### src/rtl/byte_pwm_pkg.sv
package byte_pwm_pkg;
  localparam int unsigned ADDR_W = 2;
  typedef enum logic [ADDR_W-1:0] {
    ADDR_PER_HI  = 2'd0,
    ADDR_PER_LO  = 2'd1,
    ADDR_DUTY_HI = 2'd2,
    ADDR_DUTY_LO = 2'd3
  } reg_addr_e;
  localparam int unsigned NUM_PAIRS = 2;
  localparam int unsigned IDX_PER  = 0;
  localparam int unsigned IDX_DUTY = 1;
endpackage

### src/rtl/pwm_pair_reg.sv
module pwm_pair_reg #(
  parameter int unsigned BYTE_W = 8,
  parameter logic [1:0]  HI_ADDR = 2'd0,
  parameter logic [1:0]  LO_ADDR = 2'd1,
  localparam int unsigned VAL_W = 2 * BYTE_W
) (
  input  logic              clk_i,
  input  logic              rst_ni,
  input  logic              wr_en_i,
  input  logic [1:0]        wr_addr_i,
  input  logic [BYTE_W-1:0] wr_data_i,
  output logic [VAL_W-1:0]  value_o
);
  logic [BYTE_W-1:0] stage_q;
  logic [VAL_W-1:0]  value_q;
  logic              hi_we, lo_we;

  assign hi_we = wr_en_i && (wr_addr_i == HI_ADDR);
  assign lo_we = wr_en_i && (wr_addr_i == LO_ADDR);

  always_ff @(posedge clk_i or negedge rst_ni) begin
    if (!rst_ni) begin
      stage_q <= '0;
      value_q <= '0;
    end else begin
      if (hi_we) stage_q <= wr_data_i;
      if (lo_we) value_q <= {stage_q, wr_data_i};
    end
  end

  assign value_o = value_q;


  lo_commit_chk: assert property (@(posedge clk_i) disable iff (!rst_ni)
    lo_we |=> value_q == {$past(stage_q), $past(wr_data_i)});

  hi_no_effect_chk: assert property (@(posedge clk_i) disable iff (!rst_ni)
    hi_we |=> $stable(value_q));
endmodule

### src/rtl/pwm_cycle_cnt.sv
module pwm_cycle_cnt #(
  parameter int unsigned CNT_W = 16
) (
  input  logic             clk_i,
  input  logic             rst_ni,
  input  logic             tick_i,
  input  logic [CNT_W-1:0] period_i,
  output logic [CNT_W-1:0] cnt_o
);
  logic [CNT_W-1:0] cnt_q;
  logic             wrap;

  // covers a period shrunk below the running count
  assign wrap = (period_i == '0) || (cnt_q >= period_i - CNT_W'(1));

  always_ff @(posedge clk_i or negedge rst_ni) begin
    if (!rst_ni)     cnt_q <= '0;
    else if (tick_i) cnt_q <= wrap ? '0 : cnt_q + CNT_W'(1);
  end

  assign cnt_o = cnt_q;


  hold_chk: assert property (@(posedge clk_i) disable iff (!rst_ni)
    !tick_i |=> $stable(cnt_q));

  step_chk: assert property (@(posedge clk_i) disable iff (!rst_ni)
    (tick_i && ({1'b0, cnt_q} + 1 < {1'b0, period_i})) |=> cnt_q == $past(cnt_q) + CNT_W'(1));

  wrap_chk: assert property (@(posedge clk_i) disable iff (!rst_ni)
    (tick_i && period_i != '0 && {1'b0, cnt_q} + 1 >= {1'b0, period_i}) |=> cnt_q == '0);
endmodule

### src/rtl/pwm_out_cmp.sv
module pwm_out_cmp #(
  parameter int unsigned CNT_W = 16
) (
  input  logic [CNT_W-1:0] period_i,
  input  logic [CNT_W-1:0] duty_i,
  input  logic [CNT_W-1:0] cnt_i,
  output logic             pwm_o
);
  logic run, full;
  assign run  = (period_i != '0);
  assign full = (duty_i >= period_i);
  // count may sit above a fresh period until the next tick; full keeps it high
  assign pwm_o = run && (full || (cnt_i < duty_i));
endmodule

### src/rtl/byte_pwm.sv
module byte_pwm
  import byte_pwm_pkg::*;
#(
  parameter int unsigned BYTE_W = 8,
  localparam int unsigned CNT_W = 2 * BYTE_W
) (
  input  logic              clk_i,
  input  logic              rst_ni,
  input  logic              tick_i,
  input  logic              wr_en_i,
  input  logic [ADDR_W-1:0] wr_addr_i,
  input  logic [BYTE_W-1:0] wr_data_i,
  output logic              pwm_o
);
  logic [CNT_W-1:0] pair_val [NUM_PAIRS];
  logic [CNT_W-1:0] cnt;

  for (genvar g = 0; g < NUM_PAIRS; g++) begin : g_pair
    pwm_pair_reg #(
      .BYTE_W (BYTE_W),
      .HI_ADDR(2'(2 * g)),
      .LO_ADDR(2'(2 * g + 1))
    ) u_pair (
      .clk_i    (clk_i),
      .rst_ni   (rst_ni),
      .wr_en_i  (wr_en_i),
      .wr_addr_i(wr_addr_i),
      .wr_data_i(wr_data_i),
      .value_o  (pair_val[g])
    );
  end

  pwm_cycle_cnt #(.CNT_W(CNT_W)) u_cnt (
    .clk_i   (clk_i),
    .rst_ni  (rst_ni),
    .tick_i  (tick_i),
    .period_i(pair_val[IDX_PER]),
    .cnt_o   (cnt)
  );

  pwm_out_cmp #(.CNT_W(CNT_W)) u_cmp (
    .period_i(pair_val[IDX_PER]),
    .duty_i  (pair_val[IDX_DUTY]),
    .cnt_i   (cnt),
    .pwm_o   (pwm_o)
  );


  zero_period_low_chk: assert property (@(posedge clk_i) disable iff (!rst_ni)
    (pair_val[IDX_PER] == '0) |-> !pwm_o);

  full_duty_high_chk: assert property (@(posedge clk_i) disable iff (!rst_ni)
    (pair_val[IDX_PER] != '0 && pair_val[IDX_DUTY] >= pair_val[IDX_PER]) |-> pwm_o);

  in_range_chk: assert property (@(posedge clk_i) disable iff (!rst_ni)
    (cnt < pair_val[IDX_PER] && pair_val[IDX_DUTY] < pair_val[IDX_PER])
      |-> pwm_o == (cnt < pair_val[IDX_DUTY]));
endmodule

### config.mk
export PLATFORM = sky130hd
export DESIGN_NAME = byte_pwm
export DESIGN_NICKNAME = d
export VERILOG_FILES = /design/src/rtl/byte_pwm_pkg.sv /design/src/rtl/pwm_pair_reg.sv /design/src/rtl/pwm_cycle_cnt.sv /design/src/rtl/pwm_out_cmp.sv /design/src/rtl/byte_pwm.sv
export SDC_FILE = /design/constraint.sdc
export NUM_CORES = 1
export LEC_CHECK = 0
export ABC_AREA = 1
export BUFFER_PORTS_ARGS = -buffer_cell sky130_fd_sc_hd__buf_2
export CAP_MARGIN = 10
export CORE_UTILIZATION = 60
export DETAILED_ROUTE_END_ITERATION = 6
export HOLD_SLACK_MARGIN = 0.03
export PLACE_DENSITY = 0.78
export SETUP_SLACK_MARGIN = 0.05
export SLEW_MARGIN = 20
export SYNTH_ARGS = -nofsm -noshare
export SYNTH_HDL_FRONTEND = slang
export SYNTH_SLANG_ARGS = --single-unit
### constraint.sdc
create_clock -name clk_i -period 7.2 [get_ports clk_i]
set_clock_uncertainty 0.05 [all_clocks]
set_input_delay 1.44 -clock clk_i [delete_from_list [all_inputs] [get_ports clk_i]]
set_output_delay 1.44 -clock clk_i [all_outputs]
set_load 0.02 [all_outputs]
==> impl_metrics.csv <==
group,metric,value,unit
outcome,run_status,"completed",
sta,fin_hold_ws,0.4465,ns
synth,yosys-top-cells-area,"dfrtp_1 38%, ha_1 15%, nand2_1 12%, inv_1 6.8%, o21ai_0 4.8%",
synth,yosysWarnings,0,
synth,synthAdderAreaFrac,14.85,%
global_routing,global_route.overflow_total,0,
synth,synth.net_count,603,
synth,area_share_of_xor_xnor_cells_in_the_synthesized_design,4.367,%
sta,tightest_slew,0.8000,ns
run,drv.max_cap_violation_count,0,
synth,synth_top_flop_cell,"dfrtp_1",
floorplanning,ioPinCount,15,
global_routing,vias_in_the_first_global_route,3434,
global_routing,antenna_violations_before_repair,0,
floorplanning,die_outline_area,0.007358,mm^2
synth,synth_compound_gate_area_share,11.88,%
setup_path,timing.critical_path.to_type,"output port",
min_path,hold_path_class,"reg -> reg",
power_and_ir_drop,vdd.ir_drop.worst,0.1915,mV
final_layout,ant_diodes,0,
cts,clk-insertion-delay-late,0.35,ns
final_layout,drive_above_1_share,10.20,%
routing,routed-via-count,3483,
sta,fin_crit,3.550,ns
synth,synthArstFlopShare,100.0,%
cts,clock-sinks,64,
power_and_ir_drop,p_per_area,278.0,mW/mm^2
routing,routed_wl,9094,um
synth,ys_seq_area_share,38.03,%
placed_design,place.detailed.hpwl,6968,um
synth,ys_seq_elements,64,
sta,hold_viol,0,
floorplanning,core_area,0.006794,mm^2
sta,unrepaired_setup_endpoints_after_global_routing,"no",
power_and_ir_drop,power,0.001270,W
power_and_ir_drop,leakage,2.399,nW
global_routing,groute.usage.overall,27.33,%
synth,synth_largest_area_cell,"dfrtp_1",
final_layout,areaGrowthSynthToFinish,8.437,%
sta,relSlewSlack,46.66,%
routing,final_antenna_net_count,0,
routing,avgRoutedWirePerCell,13.88,um
routing,first_pass_iters,4,
global_routing,grt_first_pass_wirelength,15400,um
synth,multiplexer_share_of_the_synthesized_area,0,%
sta,timing_max_transition_violations_final,0,
synth,synth.avg_cell_area,7.814,um^2
final_layout,final_net_count,618,
floorplanning,floorplan.initialDensity,61.99,%
global_routing,maximum_number_of_pins_on_one_net_before_global_route_repair,65,
synth,synthesis.instances,539,
sta,clock.fmax,281.7,MHz
cts,cts-htree-levels,3,
sta,final_setup_violation_count,0,
placed_design,routabilityCongestion,0.8859,
sta,timing.setup.tns,0,ns
setup_path,cp_data_arrival_time,2.06,ns
setup_path,crit_type,"reg -> out",
synth,yosysTopAreaCellShare,38.03,%
final_layout,mostFrequentLayoutCells,"131 x nand2_1, 76 x inv_1, 64 x dfrtp_1",
floorplanning,die_y,85.78,um
synth,main_combinational_cell_family_by_area_after_synthesis,"simple AND/OR/NAND/NOR gates",
setup_path,worstPathMaxFanout,4,
synth,synth_enable_flop_cells,0,
routing,detail_route.vias_per_cell,5.318,
placed_design,place.port_buffers,14,
cts,postCtsSetupBuffers,0,
routing,drc_errors,0,
synth,synth.lib_cells_used.distinct,27,
cts,postCtsResizedCells,0,
cts,tritoncts,"built",
setup_path,setup.worst_path.start_class,"register",
final_layout,final_common_cell,"nand2_1",
routing,drt_iter0_markers,155,
cts,clk_pin_slew_worst_paths,0.08,ns
synth,post_synth_instance_area,0.004212,mm^2
synth,post_synth_and_or_nand_nor_area_fraction,22.85,%
cts,ctsHoldBuffers,0,
cts,ctsLongestPathBuffers,2,
setup_path,worstPathRequired,5.71,ns
cts,clk_root_buffer_cell,"clkbuf_8",
cts,cts_inserted_buffers,9,
floorplanning,chipWidth,85.78,um
floorplanning,num_rows,30,
sta,final.period_utilization,49.30,%
final cells by class:
cell class                 count  area (um^2)
clock buffer                   9        123.9
inverter                      76        285.3
tap                           96        120.1
multi-input combinational    388         2282
sequential                    64         1602
fill                         571         2227
timing repair buffer          15        77.57
clock inverter                 7        76.32
worst paths after layout:
check / from / depth (start not counted) / slack, ns / endpoint
max in group asynchronous: rst_ni / 2 / 5.37 / g_pair[1].u_pair.value_o[15]
max reg2reg: g_pair[0].u_pair.value_o[0] / 14 / 4.23 / u_cnt.cnt_o[0]
max: g_pair[0].u_pair.value_o[7] / 9 / 3.65 / pwm_o
min in group asynchronous: rst_ni / 2 / 1.20 / u_cnt.cnt_o[1]
min: g_pair[1].u_pair.stage_q[4] / 2 / 0.45 / g_pair[1].u_pair.stage_q[4]
min reg2reg: g_pair[1].u_pair.stage_q[4] / 2 / 0.45 / g_pair[1].u_pair.stage_q[4]
per-stage QoR:
step / cell area [um^2] / utilization [%] / instances / setup slack (ns)
detailed placement: 4357 / 64.13 / 639 / 4.018
global route: 4567 / 67.22 / 655 / 3.426
global placement: 4357 / 64.13 / 639 / 4.085
finish: 4567 / 67.22 / 655 / 3.650
floorplan: 4212 / - / 539 / 4.169
CTS: 4557 / 67.07 / 655 / 3.635
critical path, cell delays in order, from the launching register on:
cell	delay (ns)
dfrtp_1	0.41
inv_1	0.09
ha_1	0.31
nand2_1	0.07
nor2_1	0.14
nand4_1	0.12
nor3_1	0.15
nor2_1	0.08
a21oi_1	0.16
buf_2	0.19
kinds of logic (layout without fill, tap and decap cells):
| family | Yosys count | after routing |
|---|---|---|
| AO/OA/AOI/OAI | 91 | 91 |
| XOR/XNOR | 21 | 21 |
| buffers and inverters | 87 | 107 |
| flip-flops | 64 | 64 |
| adder cells (fa/ha/maj) | 50 | 50 |
| AND/OR/NAND/NOR | 226 | 226 |
where the power goes:
part,internal (W),switching (W),total (W)
Sequential,0.000430,0.0000872,0.000517
Combinational,0.000172,0.000260,0.000433
Clock,0.000163,0.000157,0.000319
Total,0.000765,0.000504,0.00127
registers in the layout, summed over array words and instances, names as in the netlist:
signal	flops
g_pair.u_pair.value_o	32
u_cnt.cnt_o	16
g_pair.u_pair.stage_q	16
routing by layer:
layer	track usage (%)	routed length, um	up-vias
li1	-	-	1762
met1	34.24	4125	1619
met2	45.75	4359	79
met3	5.101	319	23
met4	13.03	289	0
met5	0	0	-
synthesized netlist by cell type, types with 3 or more instances:
cell type  instances
nand2_2            3
nand3_1           13
a21oi_2           10
nor2_1            50
xor2_1            19
dfrtp_1           64
nor3_1             6
nor2_2             4
o21ai_0           40
nand4_1           11
inv_1             76
nand3_2            3
a21oi_1           37
clkbuf_1           9
nand2_1          131
ha_1              50
Power figures use the tool's default switching activity.
